===== src/rtl/tcf_pkg.sv =====
package tcf_pkg;
  typedef enum logic [1:0] {
    MODE_CMP      = 2'b00,
    MODE_CAP_RISE = 2'b01,
    MODE_CAP_FALL = 2'b10,
    MODE_PULSE    = 2'b11
  } mode_e;

  localparam int unsigned A_STAT  = 0;
  localparam int unsigned A_MODE  = 1;
  localparam int unsigned GR_BASE = 2;
endpackage


===== src/rtl/tcf_sync_edge.sv =====
module tcf_sync_edge #(
  parameter int unsigned STAGES = 2
) (
  input  logic clk_i,
  input  logic rst_ni,
  input  logic pin_i,
  output logic rise_o,
  output logic fall_o
);
  logic [STAGES-1:0] sync_q;
  logic              last_q;

  always_ff @(posedge clk_i or negedge rst_ni) begin
    if (!rst_ni) begin
      sync_q <= '0;
      last_q <= 1'b0;
    end else begin
      sync_q <= {sync_q[STAGES-2:0], pin_i};
      last_q <= sync_q[STAGES-1];
    end
  end

  assign rise_o = sync_q[STAGES-1] & ~last_q;
  assign fall_o = ~sync_q[STAGES-1] & last_q;
endmodule


===== src/rtl/tcf_channel.sv =====
module tcf_channel import tcf_pkg::*; #(
  parameter int unsigned CNT_W = 16
) (
  input  logic             clk_i,
  input  logic             rst_ni,
  input  mode_e            mode_i,
  input  logic             rise_i,
  input  logic             fall_i,
  input  logic             gr_we_i,
  input  logic [CNT_W-1:0] gr_wdata_i,
  output logic [CNT_W-1:0] cnt_o,
  output logic [CNT_W-1:0] gr_o,
  output logic             cap_o,
  output logic             evt_o
);
  logic [CNT_W-1:0] cnt_q, gr_q;
  logic             cnt_clr, match;

  always_comb begin
    cap_o   = ((mode_i == MODE_CAP_RISE) && rise_i) ||
              ((mode_i == MODE_CAP_FALL) && fall_i) ||
              ((mode_i == MODE_PULSE)    && fall_i);
    cnt_clr = (mode_i == MODE_PULSE) && rise_i;
    match   = (mode_i == MODE_CMP) && (cnt_q == gr_q);
    evt_o   = cap_o | match;
  end

  always_ff @(posedge clk_i or negedge rst_ni) begin
    if (!rst_ni) begin
      cnt_q <= '0;
      gr_q  <= '1;  // all ones: no compare hit straight out of reset
    end else begin
      cnt_q <= cnt_clr ? '0 : cnt_q + 1'b1;
      if (cap_o)        gr_q <= cnt_q;
      else if (gr_we_i) gr_q <= gr_wdata_i;
    end
  end

  assign cnt_o = cnt_q;
  assign gr_o  = gr_q;
endmodule


===== src/rtl/tcf_flag_bank.sv =====
module tcf_flag_bank #(
  parameter int unsigned N = 3
) (
  input  logic         clk_i,
  input  logic         rst_ni,
  input  logic [N-1:0] set_i,
  input  logic         rd_stb_i,
  input  logic         wr_stb_i,
  input  logic [N-1:0] wdata_i,
  output logic [N-1:0] flag_o
);
  logic [N-1:0] flag_q, arm_q, clr;

  assign clr = {N{wr_stb_i}} & arm_q & ~wdata_i;

  always_ff @(posedge clk_i or negedge rst_ni) begin
    if (!rst_ni) begin
      flag_q <= '0;
      arm_q  <= '0;
    end else begin
      flag_q <= set_i | (flag_q & ~clr);  // set beats clear
      if (wr_stb_i)      arm_q <= '0;
      else if (rd_stb_i) arm_q <= flag_q;
    end
  end

  assign flag_o = flag_q;
endmodule


===== src/rtl/tcf_event_timer.sv =====
module tcf_event_timer import tcf_pkg::*; #(
  parameter int unsigned N_CH        = 3,
  parameter int unsigned CNT_W       = 16,
  parameter int unsigned SYNC_STAGES = 2,
  localparam int unsigned CNT_BASE   = GR_BASE + N_CH,
  localparam int unsigned AW         = $clog2(CNT_BASE + N_CH)
) (
  input  logic             clk_i,
  input  logic             rst_ni,
  input  logic             rd_i,
  input  logic             wr_i,
  input  logic [AW-1:0]    addr_i,
  input  logic [CNT_W-1:0] wdata_i,
  output logic [CNT_W-1:0] rdata_o,
  input  logic [N_CH-1:0]  pin_i
);
  localparam int unsigned MW = 2 * N_CH;

  logic [MW-1:0]                 mode_q;
  logic [N_CH-1:0][CNT_W-1:0]    cnt_w, gr_w;
  logic [N_CH-1:0]               rise_w, fall_w, cap_w, evt_w;
  logic [N_CH-1:0]               set_vec, flag_w;
  logic                          stat_sel, mode_sel;

  assign stat_sel = (addr_i == AW'(A_STAT));
  assign mode_sel = (addr_i == AW'(A_MODE));

  always_ff @(posedge clk_i or negedge rst_ni) begin
    if (!rst_ni)                mode_q <= '0;
    else if (wr_i && mode_sel)  mode_q <= wdata_i[MW-1:0];
  end

  for (genvar g = 0; g < N_CH; g++) begin : g_ch
    localparam int unsigned FB = N_CH - 1 - g;  // channel 0 sits in the top flag bit

    tcf_sync_edge #(.STAGES(SYNC_STAGES)) i_sync (
      .clk_i  (clk_i),
      .rst_ni (rst_ni),
      .pin_i  (pin_i[g]),
      .rise_o (rise_w[g]),
      .fall_o (fall_w[g])
    );

    tcf_channel #(.CNT_W(CNT_W)) i_chan (
      .clk_i      (clk_i),
      .rst_ni     (rst_ni),
      .mode_i     (mode_e'(mode_q[2*FB +: 2])),
      .rise_i     (rise_w[g]),
      .fall_i     (fall_w[g]),
      .gr_we_i    (wr_i && (addr_i == AW'(GR_BASE + g))),
      .gr_wdata_i (wdata_i),
      .cnt_o      (cnt_w[g]),
      .gr_o       (gr_w[g]),
      .cap_o      (cap_w[g]),
      .evt_o      (evt_w[g])
    );

    assign set_vec[FB] = evt_w[g];
  end

  tcf_flag_bank #(.N(N_CH)) i_flags (
    .clk_i    (clk_i),
    .rst_ni   (rst_ni),
    .set_i    (set_vec),
    .rd_stb_i (rd_i && stat_sel),
    .wr_stb_i (wr_i && stat_sel),
    .wdata_i  (wdata_i[N_CH-1:0]),
    .flag_o   (flag_w)
  );

  always_comb begin
    rdata_o = '0;
    if (stat_sel) rdata_o[N_CH-1:0] = flag_w;
    if (mode_sel) rdata_o[MW-1:0]   = mode_q;
    for (int i = 0; i < N_CH; i++) begin
      if (addr_i == AW'(GR_BASE + i))  rdata_o = gr_w[i];
      if (addr_i == AW'(CNT_BASE + i)) rdata_o = cnt_w[i];
    end
  end
endmodule


===== config.mk =====
export PLATFORM = sky130hd
export DESIGN_NAME = tcf_event_timer
export DESIGN_NICKNAME = d
export VERILOG_FILES = /design/src/rtl/tcf_pkg.sv /design/src/rtl/tcf_sync_edge.sv /design/src/rtl/tcf_channel.sv /design/src/rtl/tcf_flag_bank.sv /design/src/rtl/tcf_event_timer.sv
export SDC_FILE = /design/constraint.sdc
export NUM_CORES = 1
export LEC_CHECK = 0
export BUFFER_PORTS_ARGS = -buffer_cell sky130_fd_sc_hd__buf_2
export CORE_MARGIN = 2
export CORE_UTILIZATION = 55
export CTS_CLUSTER_SIZE = 25
export DETAILED_ROUTE_END_ITERATION = 16
export PLACE_DENSITY = 0.74
export SETUP_SLACK_MARGIN = 0.4
export SLEW_MARGIN = 20
export SYNTH_ARGS = -nofsm -noshare
export SYNTH_HDL_FRONTEND = slang
export SYNTH_HIERARCHICAL = 1
export SYNTH_SLANG_ARGS = --single-unit

===== constraint.sdc =====
create_clock -name clk_i -period 1.9 [get_ports clk_i]
set_input_delay 0.19 -clock clk_i [delete_from_list [all_inputs] [get_ports clk_i]]
set_output_delay 0.19 -clock clk_i [all_outputs]
set_load 0.1 [all_outputs]

# Word level (Yosys, flattened, before mapping)
# Index checks and enable logic that the tools add are counted.
[totals]
elab_cells = 112
register_bits = 117
inputBits = 26
[classes]
n_reduce_logical = 35
n_eq_ne = 19
add_sub_neg = 3
n_bitwise = 21
muxes = 19
[ops]
columns = ["op", "n"]
rows = [
  ["two-way mux 16 bit", 15],
  ["adder 16 x 1 -> 16 bit (second input constant)", 3],
  ["== test 16 bit", 3],
  ["logical AND 1 bit", 21],
  ["== test 2 bit (second input constant)", 6],
  ["== test 3 bit (second input constant)", 4],
  ["bitwise AND 3 bit", 3],
  ["two-way mux 3 bit", 3],
  ["nonzero test 2 bit", 4],
  ["bitwise AND 1 bit", 6],
  ["== test 2 x 1 -> 1 bit (second input constant)", 3],
  ["== test 3 x 2 -> 1 bit (second input constant)", 2],
  ["zero test 2 bit", 3],
  ["logical OR 1 bit", 6],
  ["two-way mux 6 bit", 1],
  ["NOT 1 bit", 6],
  ["NOT 3 bit", 2],
  ["== test 3 x 1 -> 1 bit (second input constant)", 1],
  ["zero test 3 bit", 1],
  ["bitwise OR 1 bit", 3],
  ["bitwise OR 3 bit", 1],
]

# Logic depth before layout (Yosys ltp)
# Gate-level depths: netlist of the first run.
[depth]
depth_word = 9
mapped_depth = 9
ltp_nobuf = 6

# Cells and area by module
# Netlist of the first run, hierarchy kept.
[modules_own_cells]
columns = ["mod", "seq_area_each_um2", "cells_each", "instances", "area_each_um2"]
rows = [
  ["tcf_channel (g_ch[1].i_chan ...)", 820.8, 175, 2, 1744.2],
  ["tcf_channel (g_ch[0].i_chan)", 820.8, 170, 1, 1699.1],
  ["tcf_event_timer", 150.1, 144, 1, 1368.8],
  ["tcf_sync_edge", 75.1, 5, 3, 90.1],
  ["tcf_flag_bank", 150.1, 21, 1, 232.7],
]

# Worst setup path after synthesis of the first run
# Ideal clock, no wire load.
[synth_path]
kind = "input port to output port"
from = "input port addr_i[1]"
to = "output port rdata_o[9]"
cell_stages = 4
setup_slack_ns = -1.015
arrival_ns = 2.725
path_cell_list = "buf_6 -> buf_6 -> nand2b_1 -> o21ai_0"
[synth_via]
elab_chain_cells = 7
[synth_lines]
columns = ["item", "line", "rtl"]
rows = [
  ["start, declared", "tcf_event_timer.sv:12", "input logic [AW-1:0] addr_i,"],
  ["== test 3 x 2 -> 1 bit", "tcf_event_timer.sv:76", "if (addr_i == AW'(GR_BASE + i)) rdata_o = gr_w[i];"],
  ["two-way mux 16 bit", "tcf_event_timer.sv:76", ""],
  ["two-way mux 16 bit", "tcf_event_timer.sv:77", "if (addr_i == AW'(CNT_BASE + i)) rdata_o = cnt_w[i];"],
  ["two-way mux 16 bit", "tcf_event_timer.sv:76", ""],
  ["two-way mux 16 bit", "tcf_event_timer.sv:77", ""],
  ["two-way mux 16 bit", "tcf_event_timer.sv:76", ""],
  ["two-way mux 16 bit *", "tcf_event_timer.sv:77", ""],
  ["end, declared", "tcf_event_timer.sv:14", "output logic [CNT_W-1:0] rdata_o,"],
]
# Mark *: on every way between the ends. The rest lies on a longest branch, timed or not.

# Worst setup path in the final report of the first run
[layout_path]
from = "register g_ch[0].i_chan.cnt_q[5]"
to = "output port rdata_o[5]"
[layout_via]
elab_chain_cells = 5
[layout_lines]
columns = ["item", "line", "rtl"]
rows = [
  ["start, declared", "tcf_channel.sv:16", "logic [CNT_W-1:0] cnt_q, gr_q;"],
  ["start signal, assigned", "tcf_channel.sv:33", "cnt_q <= cnt_clr ? '0 : cnt_q + 1'b1;"],
  ["two-way mux 16 bit", "tcf_event_timer.sv:77", ""],
  ["two-way mux 16 bit", "tcf_event_timer.sv:76", ""],
  ["two-way mux 16 bit", "tcf_event_timer.sv:77", ""],
  ["two-way mux 16 bit", "tcf_event_timer.sv:76", ""],
  ["two-way mux 16 bit", "tcf_event_timer.sv:77", ""],
]
# No other way between the ends.

==> reports/results.ini, run 1 <==
[cts]
cts_root_buf = clkbuf_16
clk_latency_ps = 430
cts_sinks = 117
cts_tree = done
cts.path.max_buffers = 2
path_clk_slew_ps = 60
htreeDepth = 4
numCtsBuffers = 17

[global_routing]
grt_antenna_before_repair = 0
grt_max_degree = 50
grt_pass1_vias = 6221
groute.usage.overall_pct = 34.08
grt_pass1_wl_um = 34410
grt_overflow_total = 0

[drt]
drc = 0
dr_wl_met3_um = 1727
drt_pass1_iterations = 6
m1WireLength_um = 8808
wl_met2_um = 11540
wirelength_um = 23670
vias = 6403
drt-initial-drc-count = 702
vias_per_cell = 6.461
final_antenna_net_count = 0
routed.top_layer = met4
wl_per_cell_um = 23.89

[floorplanning]
initial_core_util_pct = 56.17
fp.dieH_um = 117.3
die_area_mm2 = 0.01376
die_x_um = 117.3
coreArea_mm2 = 0.01257
rows = 41
io_pins = 42

[placement]
pre_cts_slack_ps = -7.061
dp_hpwl_um = 14510
port_buffers = 41
place_congestion = 0.9448

[critical_path]
worst_path_most_repeated_cell = nor2_4
max_stage_delay_ps = 520
worst-endpoint-arrival_ps = 1770
slowest_stage = mux4_2
r2r_cells = 7
cp_top_family = multiplexers
crit_type = reg2out
r2r-start = g_ch[1].i_chan/cnt_o[0]$_DFF_PN0_
setup.worst_path.end_class = primary output
worstPathRequired_ps = 1710
reg2reg_slack_ps = 190
reg2reg_to = i_flags/flag_o[1]$_DFF_PN0_
critPathMaxFanout = 5
critPathLaunchType = flop
path_buf_inv = 1
path_cells = mux4_2, nor2_4, nor2_4, buf_12

[timing]
finalCriticalPeriod_ps = 1958
rsz0062_at_grt = yes
final.setup.worst_slack_ps = -57.99
setup_violations = 8
fin_skew_ps = 7.655
tightest_slew_ps = 707.8
fmax_mhz = 510.7
slew_viol_final = 0
hold_viol = 0
finalCritPeriodShare_pct = 103.1
slew_headroom_pct = 52.81

[flow_run]
maxCapViolCount = 0

[logic_synthesis]
yosysWarnings = 6
ys_seq_elements = 117
syn_inst = 700
synth.largest_area_cell = dfrtp_1
synth_area_leaders = dfrtp_1, dfstp_2, mux2i_1
synth_edf_count = 0
syn_nets = 729
synth_area_mm2 = 0.007059
netlist.area_leader.share_pct = 24.46
seq_area_frac_synth_pct = 42.33
syn_area_per_cell_um2 = 10.08
async_flop_share_pct = 100.0
ys_types = 53
synth_ff_type = dfrtp_1

[min_path]
worstHoldPathType = in2reg
holdPathEnd = mode_q[2]$_DFFE_PN0P_
hp-start = wdata_i[2]
whs_path_depth = 2

[layout]
drive_above_1_share_pct = 46.40
final_common_cell = nand2_1
seq_area_mm2 = 0.003032
multi_input_area_mm2 = 0.004534
fillCellCount = 743
area_growth_pct = 38.34
diodes = 0
layout_common_cells = nand2_1, buf_4, o21ai_0, mux2i_1, dfstp_2
layout.nets = 835

[pwr]
seq_power_share_pct = 34.0
pwr-share-clk_pct = 28.1
swShare_pct = 37.23
leakagePower_nw = 3.739
irDropWorstVdd_uv = 800.5
power_mw = 12.40
pwr-share-comb_pct = 37.9
power_density_mw_per_mm2 = 1270
p_switching_mw = 4.617
p_int_mw = 7.785

[run_status]
status = finished with violations
violations = negative setup slack

==> logic make-up (layout without fill, tap and decap cells) <==
group / Yosys count / count (layout) / share of synthesized area (%)
xor gates and xnor gates: 79 / 79 / 9.801
DFF: 117 / 117 / 42.33
buffers and inverters: 54 / 173 / 4.803
AOI/OAI and AO/OA: 118 / 118 / 11.33
muxes: 83 / 83 / 12.83
and+or+nand+nor: 246 / 246 / 18.38
adders and majority gates: 3 / 3 / 0.5318
==> worst register-to-register path: cells and delay by family (launching register included) <==
| kind | cells | cell delay [ps] |
|---|---|---|
| buf+inv | 1 | 160 |
| simple gates | 3 | 490 |
| flops | 1 | 440 |
| compound gates | 2 | 360 |
| xor+xnor | 1 | 170 |
==> cell usage after synthesis (8+ instances only) <==
master	instances
nand4_1	23
xor2_1	25
nand2_1	73
o221ai_1	8
buf_2	13
buf_4	8
xnor2_1	54
dfstp_2	48
nor2b_1	9
clkbuf_1	18
buf_6	12
a221oi_2	10
o21ai_0	59
a221oi_1	9
nand3_1	16
mux2_2	13
or3_1	12
dfrtp_1	69
mux2i_1	56
nor2_1	58
a21oi_1	13
==> sequential cells by signal (all words and copies together) (netlist names) <==
name and flops:
i_flags/flag_o 3, g_ch.i_chan/cnt_o 48, g_ch.i_sync/last_q 3, g_ch.i_sync/sync_q 6, i_flags/arm_q 3, g_ch.i_chan/gr_o 48, mode_q 6
==> through the flow <==
stage	std cells	cell area, µm²	setup TNS [ps]	hold WS, ps	utilization, %
after global placement	906	7971	0	179.4	63.42
final	991	9766	-273.0	88.27	77.70
after global routing	991	9766	-565.6	97.70	77.70
after CTS	983	9473	-232.6	81.22	75.37
after floorplan	700	7261	0	-105.6	-
after detailed placement	906	7971	-7.061	184.8	63.42
==> layer usage <==
layer,vias up,track usage (%)
li1,2734,-
met5,-,0
met1,3172,41.30
met4,0,19.84
met2,360,56.36
met3,137,7.055
==> final cells by class <==
type / count / share of cell area [%]
multi-input cells: 529 / 46.43
flip-flops and latches: 117 / 31.04
repair buffers: 138 / 13.62
clock buffers: 20 / 4.779
well taps: 172 / 2.204
clock inverters: 12 / 1.807
inverters: 3 / 0.1153
==> timing repair <==
| action | in CTS | in global routing |
|---|---|---|
| pin swaps | 39 | 33 |
| setup endpoints to repair | 39 | 54 |
| hold buffers | 4 | 0 |
| buffers inserted | 41 | 8 |
| resized for setup | 108 | 47 |
| endpoints found under the hold margin | 28 | 0 |
==> how the worst max path moves through the flow <==
stage	from	endpoint	slack, ps	depth (start not counted)
floorplan	addr_i[1]	rdata_o[2]	50	6
global placement	g_ch[1].i_chan/cnt_o[2]$_DFF_PN0_	i_flags/flag_o[1]$_DFF_PN0_	50	6
detailed placement	addr_i[2]	rdata_o[0]	-7	6
CTS	g_ch[1].i_chan/cnt_o[1]$_DFF_PN0_	rdata_o[1]	-70	4
global route	g_ch[1].i_chan/cnt_o[1]$_DFF_PN0_	rdata_o[1]	-90	4
finish	g_ch[0].i_chan/cnt_o[5]$_DFF_PN0_	rdata_o[5]	-60	4
==> power groups by stage <==
stage                     clock, mW  sequential (mW)  combinational, mW
after global placement            0             4.12               3.29
after global routing           3.63             4.27               4.95
final                          3.48             4.21               4.71
after detailed placement          0             4.15               3.38
after CTS                      3.51             4.10               4.16
after floorplan                   0             3.82               2.51
Note: power is estimated with default switching activity, not from simulation.
==> inputs of run 2 (changes only) <==
- CORE_UTILIZATION: 55 -> 44
- PLACE_DENSITY: 0.74 -> 0.62
==> run 2 against run 1 <==
Compared with the run above:
- the run still ends with negative setup slack left
- first-iteration DRC count shrank 42%
- maximum frequency hardly changed
- worst hold slack better by 1.6 ps
- register-to-register slack got worse by 40 ps
- routed wire length is 6.2% lower
- clock power fell by 4%
- global-route usage fell by 7.0 points
- largest cell class unchanged
==> reports/results.ini, run 2 (synthesis gave the netlist of run 1 again) <==
[pwr]
power_density_mw_per_mm2 = 1224  ; was 1270 mW/mm²
p_switching_mw = 4.498  ; was 4.617 mW
pwr-share-comb_pct = 38.2  ; was 37.9%
swShare_pct = 37.13  ; was 37.23%
seq_power_share_pct = 34.3  ; was 34.0%
irDropWorstVdd_uv = 757.6  ; was 800.5 µV
leakagePower_nw = 3.841  ; was 3.739 nW
p_int_mw = 7.616  ; was 7.785 mW
pwr-share-clk_pct = 27.4  ; was 28.1%
power_mw = 12.11  ; was 12.40 mW

[layout]
final_common_cell = buf_4  ; was nand2_1
layout.nets = 854  ; was 835
layout_common_cells = buf_4, nand2_1, mux2i_1, o21ai_0, dfstp_2  ; was nand2_1, buf_4, o21ai_0, mux2i_1, dfstp_2
postLayoutCoreUtil_pct = 62.74  ; was 77.70%
area_growth_pct = 40.16  ; was 38.34%
fillCellCount = 1231  ; was 743
drive_above_1_share_pct = 48.57  ; was 46.40%
seq_area_mm2 = 0.003033  ; was 0.003032 mm²
diodes = 0  ; unchanged
multi_input_area_mm2 = 0.004492  ; was 0.004534 mm²
fin_area_mm2 = 0.009894  ; was 0.009766 mm²

[timing]
tightest_slew_ps = 676.2  ; was 707.8 ps
hold-worst-slack_ps = 89.87  ; was 88.27 ps
finalCritPeriodShare_pct = 103.0  ; was 103.1%
finalCriticalPeriod_ps = 1957  ; was 1958 ps
slew_viol_final = 0  ; unchanged
setup_violations = 6  ; was 8
hold_viol = 0  ; unchanged
fin_skew_ps = 5.631  ; was 7.655 ps
final.setup.worst_slack_ps = -57.50  ; was -57.99 ps
rsz0062_at_grt = yes  ; unchanged
fmax_mhz = 510.9  ; was 510.7 MHz
slew_headroom_pct = 54.92  ; was 52.81%

[flow_run]
maxCapViolCount = 0  ; unchanged

[global_routing]
met2_usage_pct = 46.42  ; was 56.36%
use_met1_pct = 33.42  ; was 41.30%
grt-busiest-layer = met2  ; unchanged
grt_util_met3_pct = 5.375  ; was 7.055%
grt_max_degree = 58  ; was 50
groute.usage.overall_pct = 27.09  ; was 34.08%
grt_pass1_wl_um = 34110  ; was 34410 µm
grt_antenna_before_repair = 0  ; unchanged
grt_pass1_vias = 6016  ; was 6221
grt_overflow_total = 0  ; unchanged

[critical_path]
max_stage_delay_ps = 520  ; about the same
cp_top_family = simple AND/OR/NAND/NOR gates  ; was multiplexers
r2r_cells = 9  ; was 7
reg2reg_slack_ps = 150  ; was 190 ps
worst-endpoint-arrival_ps = 1770  ; about the same
slowest_stage = or4bb_4  ; was mux4_2
critPathMaxFanout = 2  ; was 5
r2r-start = g_ch[1].i_chan/cnt_o[1]$_DFF_PN0_  ; was g_ch[1].i_chan/cnt_o[0]$_DFF_PN0_
critPathLaunchType = flop  ; unchanged
crit_end = rdata_o[0]  ; was rdata_o[5]
reg2reg_to = i_flags/flag_o[1]$_DFF_PN0_  ; unchanged
startpoint = g_ch[1].i_chan/cnt_o[0]$_DFF_PN0_  ; was g_ch[0].i_chan/cnt_o[5]$_DFF_PN0_
crit_type = reg2out  ; unchanged
path_buf_inv = 1  ; unchanged
worstPathRequired_ps = 1710  ; about the same
path_cells = or4bb_4, o2111ai_2, a22oi_2, buf_12  ; was mux4_2, nor2_4, nor2_4, buf_12
setup.worst_path.end_class = primary output  ; unchanged
path_depth = 4  ; unchanged

[floorplanning]
io_pins = 42  ; unchanged
initial_core_util_pct = 44.76  ; was 56.17%
die_x_um = 130.7  ; was 117.3 µm
rows = 46  ; was 41
coreArea_mm2 = 0.01577  ; was 0.01257 mm²
fp.dieH_um = 130.7  ; was 117.3 µm
die_area_mm2 = 0.01707  ; was 0.01376 mm²

[cts]
cts_sinks = 117  ; unchanged
cts_tree = done  ; unchanged
clk_latency_ps = 430  ; about the same
cts_root_buf = clkbuf_16  ; unchanged
cts.path.max_buffers = 2  ; unchanged
path_clk_slew_ps = 60  ; about the same
numCtsBuffers = 17  ; unchanged
htreeDepth = 4  ; unchanged

[drt]
drc = 0  ; unchanged
wl_per_cell_um = 21.07  ; was 23.89 µm
vias = 5992  ; was 6403
wirelength_um = 22210  ; was 23670 µm
final_antenna_net_count = 0  ; unchanged
drt-initial-drc-count = 404  ; was 702
vias_per_cell = 5.685  ; was 6.461
drt_pass1_iterations = 6  ; unchanged

[placement]
place_congestion = 0.8943  ; was 0.9448
placed_area_mm2 = 0.008059  ; was 0.007971 mm²
port_buffers = 41  ; unchanged
dp_hpwl_um = 14810  ; was 14510 µm

[run_status]
status = finished with violations  ; unchanged
violations = negative setup slack  ; unchanged

[min_path]
worstHoldPathType = in2reg  ; unchanged

-- run 2: cell count changes in the layout (fill, tap and decap cells not counted), moves of 3 or more --
cell / delta
clkbuf_8: -3
buf_6: +5
buf_4: +14
xnor2_1: -5
xnor2_2: +7
a221oi_4: -7
a221oi_2: +7
inv_6: +3
-- run 2: layout make-up --
cell class / instances / area share [%]
sequential: 117 / 30.65
timing repair buffer: 157 / 15.00
multi-input combinational: 529 / 45.40
clock buffer: 17 / 4.299
inverter: 3 / 0.1138
clock inverter: 15 / 1.808
tap: 216 / 2.731
-- run 2: worst register-to-register path: stages, from the launching register on --
cell	delay [ps]
dfrtp_2	430
buf_6	120
buf_6	120
buf_8	130
xnor2_2	130
nand4_1	140
nor4_1	200
a21o_1	200
nor2_1	50
a31oi_1	140
-- run 2: worst min path at each step --
stage          cells after the start  slack, ps                            endpoint       start
2_1_floorplan                      0       -110   g_ch[0].i_chan/cnt_o[0]$_DFF_PN0_      rst_ni
3_3_place_gp                       1        130  g_ch[2].i_sync/sync_q[0]$_DFF_PN0_      rst_ni
3_5_place_dp                       1        130  g_ch[2].i_sync/sync_q[0]$_DFF_PN0_      rst_ni
4_1_cts                            2         80               mode_q[4]$_DFFE_PN0P_  wdata_i[4]
5_1_grt                            2         90               mode_q[4]$_DFFE_PN0P_  wdata_i[4]
6_report                           2         90               mode_q[4]$_DFFE_PN0P_  wdata_i[4]
-- run 2: per-layer routing --
| layer | wire length, µm | vias up |
|---|---|---|
| met1 | 8975 | 2981 |
| met4 | 824 | 0 |
| li1 | - | 2772 |
| met2 | 11370 | 181 |
| met5 | 0 | - |
| met3 | 1036 | 58 |
-- run 2: power by group through the flow --
stage	clock, mW	sequential [mW]	combinational [mW]
3_3_place_gp	0	4.17	3.26
2_1_floorplan	0	3.82	2.51
3_5_place_dp	0	4.20	3.33
4_1_cts	3.34	4.12	4.30
5_1_grt	3.48	4.23	4.95
6_report	3.33	4.16	4.63
-- run 2: timing repair --
item                                    CTS  global route
gates resized for setup                 122            43
gates cloned                              0             0
hold buffers                              4             0
setup buffers                            46            16
hold endpoints to repair                 27             0
pin swaps                                50            34
endpoints found under the setup margin   56            55
-- run 2: per-stage QoR --
step           cells  TNS, ps  setup slack, ps
2_1_floorplan    700        0            46.33
4_1_cts         1038   -207.4           -70.43
3_3_place_gp     956   -825.8           -94.29
6_report        1054   -206.9           -57.50
5_1_grt         1054   -592.1           -105.9
3_5_place_dp     956    -2832           -185.6
